==> config.mk <==
export PLATFORM = sky130hd
export DESIGN_NAME = wrap_mask_unit
export DESIGN_NICKNAME = d
export VERILOG_FILES = /design/src/rtl/wmask_pkg.sv /design/src/rtl/mask_span.sv /design/src/rtl/mask_gen_sel.sv /design/src/rtl/sign_summary.sv /design/src/rtl/wrap_mask_unit.sv
export SDC_FILE = /design/constraint.sdc
export NUM_CORES = 1
export LEC_CHECK = 0
export ABC_AREA = 1
export BUFFER_PORTS_ARGS = -buffer_cell sky130_fd_sc_hd__buf_2
export CORE_UTILIZATION = 30
export DETAILED_ROUTE_END_ITERATION = 7
export MAX_ROUTING_LAYER = met4
export SLEW_MARGIN = 20
export SYNTH_ARGS = -nofsm -noshare
export SYNTH_HDL_FRONTEND = slang
export SYNTH_SLANG_ARGS = --single-unit
==> constraint.sdc <==
create_clock -name vclk -period 6.9
set_input_delay 0.69 -clock vclk [all_inputs]
set_output_delay 0.69 -clock vclk [all_outputs]
set_load 0.01 [all_outputs]
==> src/rtl/wmask_pkg.sv <==
package wmask_pkg;
  parameter int unsigned MASK_W = 32;
  localparam int unsigned IDX_W = $clog2(MASK_W);

  typedef struct packed {
    logic neg;
    logic pos;
    logic zero;
  } sign_t;
endpackage

==> src/rtl/mask_span.sv <==
module mask_span #(
  parameter int unsigned W  = 32,
  parameter int unsigned IW = $clog2(W)
) (
  input  logic [IW-1:0] begin_i,
  input  logic [IW-1:0] end_i,
  output logic [W-1:0]  mask_o
);
  localparam logic [W-1:0]  ONES = '1;
  localparam logic [IW-1:0] TOP  = IW'(W - 1);

  logic [W-1:0] head, tail;

  always_comb begin
    head   = ONES >> begin_i;
    tail   = ONES << (TOP - end_i);
    mask_o = (begin_i <= end_i) ? (head & tail) : (head | tail);
  end

  always_comb begin
    if (begin_i <= end_i) begin
      a_r2_run_width: assert ($countones(mask_o) == int'(end_i) - int'(begin_i) + 1);
    end else begin
      a_r3_wrap_width: assert ($countones(mask_o) == int'(W) - (int'(begin_i) - int'(end_i)) + 1);
    end
  end
endmodule

==> src/rtl/mask_gen_sel.sv <==
module mask_gen_sel #(
  parameter int unsigned W  = 32,
  parameter int unsigned IW = $clog2(W)
) (
  input  logic [IW-1:0] begin_i,
  input  logic [IW-1:0] end_i,
  output logic [W-1:0]  mask_o
);
  logic [IW:0]   end_p1;
  logic [IW-1:0] gap_lo, gap_hi;
  logic [W-1:0]  run_mask, gap_mask;

  assign end_p1 = {1'b0, end_i} + 1'b1;
  assign gap_lo = end_i + 1'b1;   // only used when begin > end+1
  assign gap_hi = begin_i - 1'b1;

  mask_span #(.W(W), .IW(IW)) u_run (
    .begin_i(begin_i), .end_i(end_i), .mask_o(run_mask)
  );

  mask_span #(.W(W), .IW(IW)) u_gap (
    .begin_i(gap_lo), .end_i(gap_hi), .mask_o(gap_mask)
  );

  always_comb begin
    if ({1'b0, begin_i} < end_p1)       mask_o = run_mask;
    else if ({1'b0, begin_i} == end_p1) mask_o = '1;
    else                                mask_o = ~gap_mask;
  end

  // both end points always lie inside the result
  always_comb begin
    a_r5_ends_set: assert (mask_o[W-1-int'(begin_i)] && mask_o[W-1-int'(end_i)]);
    if ({1'b0, begin_i} > end_p1) begin
      a_r7_gap_clear: assert ($countones(mask_o) == int'(W) - (int'(begin_i) - int'(end_i) - 1));
    end
  end
endmodule

==> src/rtl/sign_summary.sv <==
module sign_summary
  import wmask_pkg::*;
#(
  parameter int unsigned W = 32
) (
  input  logic         record_i,
  input  logic [W-1:0] value_i,
  output sign_t        sign_o
);
  always_comb begin
    sign_o = '0;
    if (record_i) begin
      sign_o.neg  = value_i[W-1];
      sign_o.zero = (value_i == '0);
      sign_o.pos  = !value_i[W-1] && (value_i != '0);
    end
  end

  always_comb begin
    a_r8_one_flag: assert ($onehot0(sign_o) && (record_i == ($countones(sign_o) == 1)));
  end
endmodule

==> src/rtl/wrap_mask_unit.sv <==
module wrap_mask_unit
  import wmask_pkg::*;
#(
  parameter int unsigned W  = MASK_W,
  localparam int unsigned IW = $clog2(W)
) (
  input  logic [IW-1:0] fix_begin_i,
  input  logic [IW-1:0] fix_end_i,
  output logic [W-1:0]  fix_mask_o,
  input  logic [W-1:0]  gen_begin_src_i,
  input  logic [W-1:0]  gen_end_src_i,
  input  logic          record_i,
  output logic [W-1:0]  gen_mask_o,
  output logic [2:0]    sign_o
);
  sign_t sign_q;

  mask_span #(.W(W), .IW(IW)) u_fix (
    .begin_i(fix_begin_i), .end_i(fix_end_i), .mask_o(fix_mask_o)
  );

  mask_gen_sel #(.W(W), .IW(IW)) u_gen (
    .begin_i(gen_begin_src_i[IW-1:0]),
    .end_i  (gen_end_src_i[IW-1:0]),
    .mask_o (gen_mask_o)
  );

  sign_summary #(.W(W)) u_sign (
    .record_i(record_i), .value_i(gen_mask_o), .sign_o(sign_q)
  );

  assign sign_o = sign_q;

  always_comb begin
    if (fix_begin_i == fix_end_i) begin
      a_r1_single_bit: assert ($onehot(fix_mask_o) && fix_mask_o[W-1-int'(fix_begin_i)]);
    end
  end
endmodule

Word-level counts from Yosys, hierarchy flattened:

Index checks and enable logic that the tools add are counted.

* flip-flop bits (word level): 0
* output and inout port bits: 67
* word-level logic and storage cells: 34

* $add $sub $neg: 6
* magnitude comparators: 4
* equality and inequality tests: 1
* shifts and indexed selects: 6
* multiplexer cells: 6
* bitwise operators: 7
* reduce and logical (&&, ||, !) cells: 4

Operators by type and width (count)
* $mux W32: 5
* $and A32 B32 Y32: 3
* $or A32 B32 Y32: 3
* $shl A32 B5 Y32 const A: 3
* $shr A32 B5 Y32 const A: 3
* $logic_not A32 Y1: 1
* $not A32 Y32: 1
* $reduce_bool A32 Y1: 1
* $le A5 B5 Y1: 3
* $sub A5 B5 Y5 const A: 3
* $add A5 B1 Y6 const B: 1
* $eq A5 B6 Y1: 1
* $lt A5 B6 Y1: 1
* $add A5 B1 Y5 const B: 1
* $sub A5 B1 Y5 const B: 1
* $mux W3: 1
* $logic_and A1 B1 Y1: 1
* $logic_not A1 Y1: 1

Logic depth before layout (Yosys ltp):

* word-level depth: 11
* depth in mapped cells: 22
* gate-level depth less buffers: 20

Cells and area by module:

Synthesis repeated with hierarchy kept, for this count alone.

* cells, all modules: 1053
* area total of the unflattened synthesis: 5067.4 um2

By module, submodules not included
* mask_span: times used 3, cells an instance 275, area an instance 1307.5 um2, sequential area each 0.0 um2
* mask_gen_sel: times used 1, cells an instance 191, area an instance 997.2 um2, sequential area each 0.0 um2
* sign_summary: times used 1, cells an instance 37, area an instance 147.6 um2, sequential area each 0.0 um2

Worst setup path before layout:

Ideal clock, no wire load.

* kind: input-to-output
* start: in gen_begin_src_i[0]
* end: out sign_o[1]
* arrival time: 2.996 ns
* data required time: 6.210 ns
* slack: 3.214 ns
* cell stages on the path: 20
* cell sequence: inv_1 > ha_1 > inv_1 > ha_1 > inv_1 > ha_1 > a21oi_1 > nand2_1 > nand2_1 > nand3_1 > nand2_2 > buf_2 > o21ai_0 > nand2_1 > nand2_1 > nand2_1 > nor2_1 > nand2_1 > nor2_2 > a21oi_1

* cells in the longest elaborated chain, start to end: 11
* elaborated cells between the ends (all ways): 21
* those cells by class: 2 x add/sub; 3 x order compare; 1 x eq/ne; 2 x shift; 5 x mux; 5 x bitwise; 3 x reduce/logical

Ends and longest elaborated chain
* from (decl): line wrap_mask_unit.sv:10 `input logic [W-1:0] gen_begin_src_i,`
* $sub A5 B1 Y5: line mask_gen_sel.sv:15 `assign gap_hi = begin_i - 1'b1;`
* $sub A5 B5 Y5: line mask_span.sv:16 `tail = ONES << (TOP - end_i);`
* $shl A32 B5 Y32: line mask_span.sv:16
* $or A32 B32 Y32 / $and A32 B32 Y32 (equally long branches): line mask_span.sv:17 `mask_o = (begin_i <= end_i) ? (head & tail) : (head | tail);`
* $mux W32: line mask_span.sv:17
* $not A32 Y32: line mask_gen_sel.sv:28 `else mask_o = ~gap_mask;`
* $mux W32: line mask_gen_sel.sv:27 `else if ({1'b0, begin_i} == end_p1) mask_o = '1;`
* $mux W32 (*): line mask_gen_sel.sv:26 `if ({1'b0, begin_i} < end_p1) mask_o = run_mask;`
* $reduce_bool A32 Y1 / $logic_not A1 Y1 (equally long branches): line sign_summary.sv:15 `sign_o.pos = !value_i[W-1] && (value_i != '0);`
* $logic_and A1 B1 Y1 (*): line sign_summary.sv:15
* $mux W3 (*): line sign_summary.sv:12 `if (record_i) begin`
* to (decl): line wrap_mask_unit.sv:14 `output logic [2:0] sign_o`

Every way passes the cells marked *; elsewhere a longest branch is shown, timed or not.

Worst setup path in the final report:

* start: in gen_end_src_i[1]
* end: out sign_o[0]

* cells in the longest elaborated chain, start to end: 9
* elaborated cells between the ends (all ways): 20
* those cells by class: 3 x add/sub; 3 x order compare; 1 x eq/ne; 2 x shift; 5 x mux; 5 x bitwise; 1 x reduce/logical

Ends and longest elaborated chain
* from (decl): line wrap_mask_unit.sv:11 `input logic [W-1:0] gen_end_src_i,`
* $add A5 B1 Y5: line mask_gen_sel.sv:14 `assign gap_lo = end_i + 1'b1;`
* $shr A32 B5 Y32: line mask_span.sv:15 `head = ONES >> begin_i;`
* $or A32 B32 Y32 / $and A32 B32 Y32 (equally long branches): line mask_span.sv:17
* $mux W32: line mask_span.sv:17
* $not A32 Y32: line mask_gen_sel.sv:28
* $mux W32: line mask_gen_sel.sv:27
* $mux W32 (*): line mask_gen_sel.sv:26
* $logic_not A32 Y1 (*): line sign_summary.sv:14 `sign_o.zero = (value_i == '0);`
* $mux W3 (*): line sign_summary.sv:12

Marks and branches as above.

==> impl_metrics.yaml <==
die:
  io_pins: 142
  die_area_mm2: 0.0140
  die_h_um: 118
  start_util_pct: 30.7
  fp.dieW_um: 118
  rows: 42
  coreArea_mm2: 0.0132
yosys:
  synth_seq_area_share_pct: 0
  yosysTopAreaCell: "nand2_1"
  yosysTopAreaCellShare_pct: 23.0
  synth_area_mm2: 0.00406
  postSynthAreaPerCell_um2: 4.86
  synth_area_leaders: "nand2_1, inv_1, o21ai_0"
  ys_warn_count: 0
  ys_types: 35
  syn-num-nets: 940
  synth_cells: 836
critical_path:
  cp_slowest_cell: "buf_4"
  cp.required_ns: 6.21
  arrival_ns: 4.57
  critPathCaptureType: "output pin"
  path_cells: "buf_2 > ha_1 > inv_1 > nor2_2 > nand2_1 > nand2_2 > ha_1 > a21oi_1 > nand2_1 > nand2_1 > nand2_1 > buf_4 > clkinv_1 > nand3_1 > nand2_1 > nand2_1 > nor2_1 > nand2_1 > nor2_2 > nand2_1 > nor2_2 > buf_2"
  worst_path_most_repeated_cell: "nand2_1"
  cpPeakStageDelay_ns: 0.41
  critPathLaunchType: "primary input"
  cp_max_fo: 24
  timing_worst_setup_path_type: "in2out"
finish:
  fillers: 1617
  layout_common_cells: "nand2_1, inv_1, nor2_1, buf_2, o21ai_0"
  multi_input_area_mm2: 0.00337
  fin_area_mm2: 0.00451
  layout_commonest_cell: "nand2_1"
  nets: 993
  final_cells: 1063
  utilization_pct: 34.1
  drive_gt1_share_pct: 13.8
  areaGrowthSynthToFinish_pct: 11.1
  seq_cell_count: 0
  n_clock_buffer: 0
  regArea_um2: 0
  n_antenna_cell: 0
placement:
  portBuffers: 88
  dp.cells: 1063
  place_hpwl_um: 11600
  place_area_mm2: 0.00451
  gp_congestion: 0.927
power:
  pwr-share-clk_pct: 0
  ir_drop_mv: 0.0316
  leakagePower_nw: 2.49
  power_frac_comb_pct: 100.0
  p_total_uw: 562
  pwr-share-seq_pct: 0
  swShare_pct: 67.2
  p_switching_uw: 378
  p_per_area_mw_per_mm2: 125
  p_int_uw: 184
global_routing:
  antenna_found_initial: 0
  track_usage_pct: 21.4
  grt_pass1_wl_um: 23900
  grt_overflow: 0
  grt_pass1_vias: 4543
  grt_max_degree: 33
  met1_usage_pct: 30.3
  use_met3_pct: 0.869
  top_usage_layer: "met2"
  use_met2_pct: 33.3
cts:
  cts_setup_buffers: 0
  hold_buffers: 0
  cts_resized: 0
detailed_routing:
  vias: 5438
  vias_per_cell: 5.12
  drc: 0
  drt_pass1_iterations: 5
  ant_nets: 0
  wl_per_cell_um: 14.1
  routed_wl_um: 15000
  drt_iter0_markers: 583
timing:
  rsz0062_at_grt: "no"
  setup_violations: 0
  final_hold_viol_count: 0
  fin_crit_ns: 5.26
  fin_setup_tns_ns: 0
  worstMarginPinSlew_ns: 0.921
  maxSlewHeadroom_pct: 38.6
  fin_crit_sh_pct: 76.2
  slew_viol_final: 0
  achievable-frequency_ghz: 0.190
flow_run:
  drv_cap: 0
hold_path:
  hold_class: "in2out"
  hold-path-cell-count: 4
run_status:
  status: "completed"
worst max-delay path: cells and delay by family:
| kind | cells | cell delay, ns |
|---|---|---|
| AO/OA/AOI/OAI | 1 | 0.13 |
| adder cells (fa/ha/maj) | 2 | 0.58 |
| buffers and inverters | 5 | 1.02 |
| AND/OR/NAND/NOR | 14 | 2.10 |
power groups by stage:
stage               clock, mW  combinational [mW]  sequential, mW
finish                      0               0.562               0
global route                0               0.629               0
CTS                         0               0.558               0
detailed placement          0               0.556               0
global placement            0               0.553               0
floorplan                   0               0.385               0
cell usage after synthesis (all sizes together) (2+ instances only):
cell type  instances
clkbuf            13
clkinv             2
o31ai              2
o21ai             91
nand4              5
a21oi             67
buf               25
inv              123
nor2             113
nor3               8
nand2            259
o21a               4
o211ai             2
maj3              22
o21bai             2
ha                29
or2                5
nand3             60
path summary, 6_finish.rpt:
| kind | startpoint | to | slack, ns |
|---|---|---|---|
| worst min-delay path | record_i | sign_o[1] | 1.70 |
| worst max-delay path | gen_end_src_i[1] | sign_o[0] | 1.64 |
logic make-up (layout without fill, tap and decap cells):
family,after synthesis,after routing,synth area share [%]
buf+inv,163,214,16.9
simple gates,451,451,46.2
fa+ha+maj,51,51,14.4
compound gates,171,171,22.5
through the flow:
stage | hold WS [ns] | worst slack, ns
floorplan | 1.48 | 3.21
global placement | 1.70 | 1.63
detailed placement | 1.70 | 1.63
CTS | 1.71 | 1.63
global route | 1.72 | 1.29
finish | 1.70 | 1.64
per-layer routing:
| metal | vias to the layer above | part of all wire, % |
|---|---|---|
| met3 | 28 | 7.8 |
| met4 | 0 | 2.6 |
| li1 | 2758 | - |
| met1 | 2426 | 46 |
| met5 | - | 0 |
| met2 | 226 | 44 |
layout make-up:
class / count / area share (%)
well taps: 176 / 4.88
inverters: 125 / 10.4
multi-input cells: 673 / 74.8
repair buffers: 89 / 9.93
No activity file was read; power rests on OpenSTA's default activity.
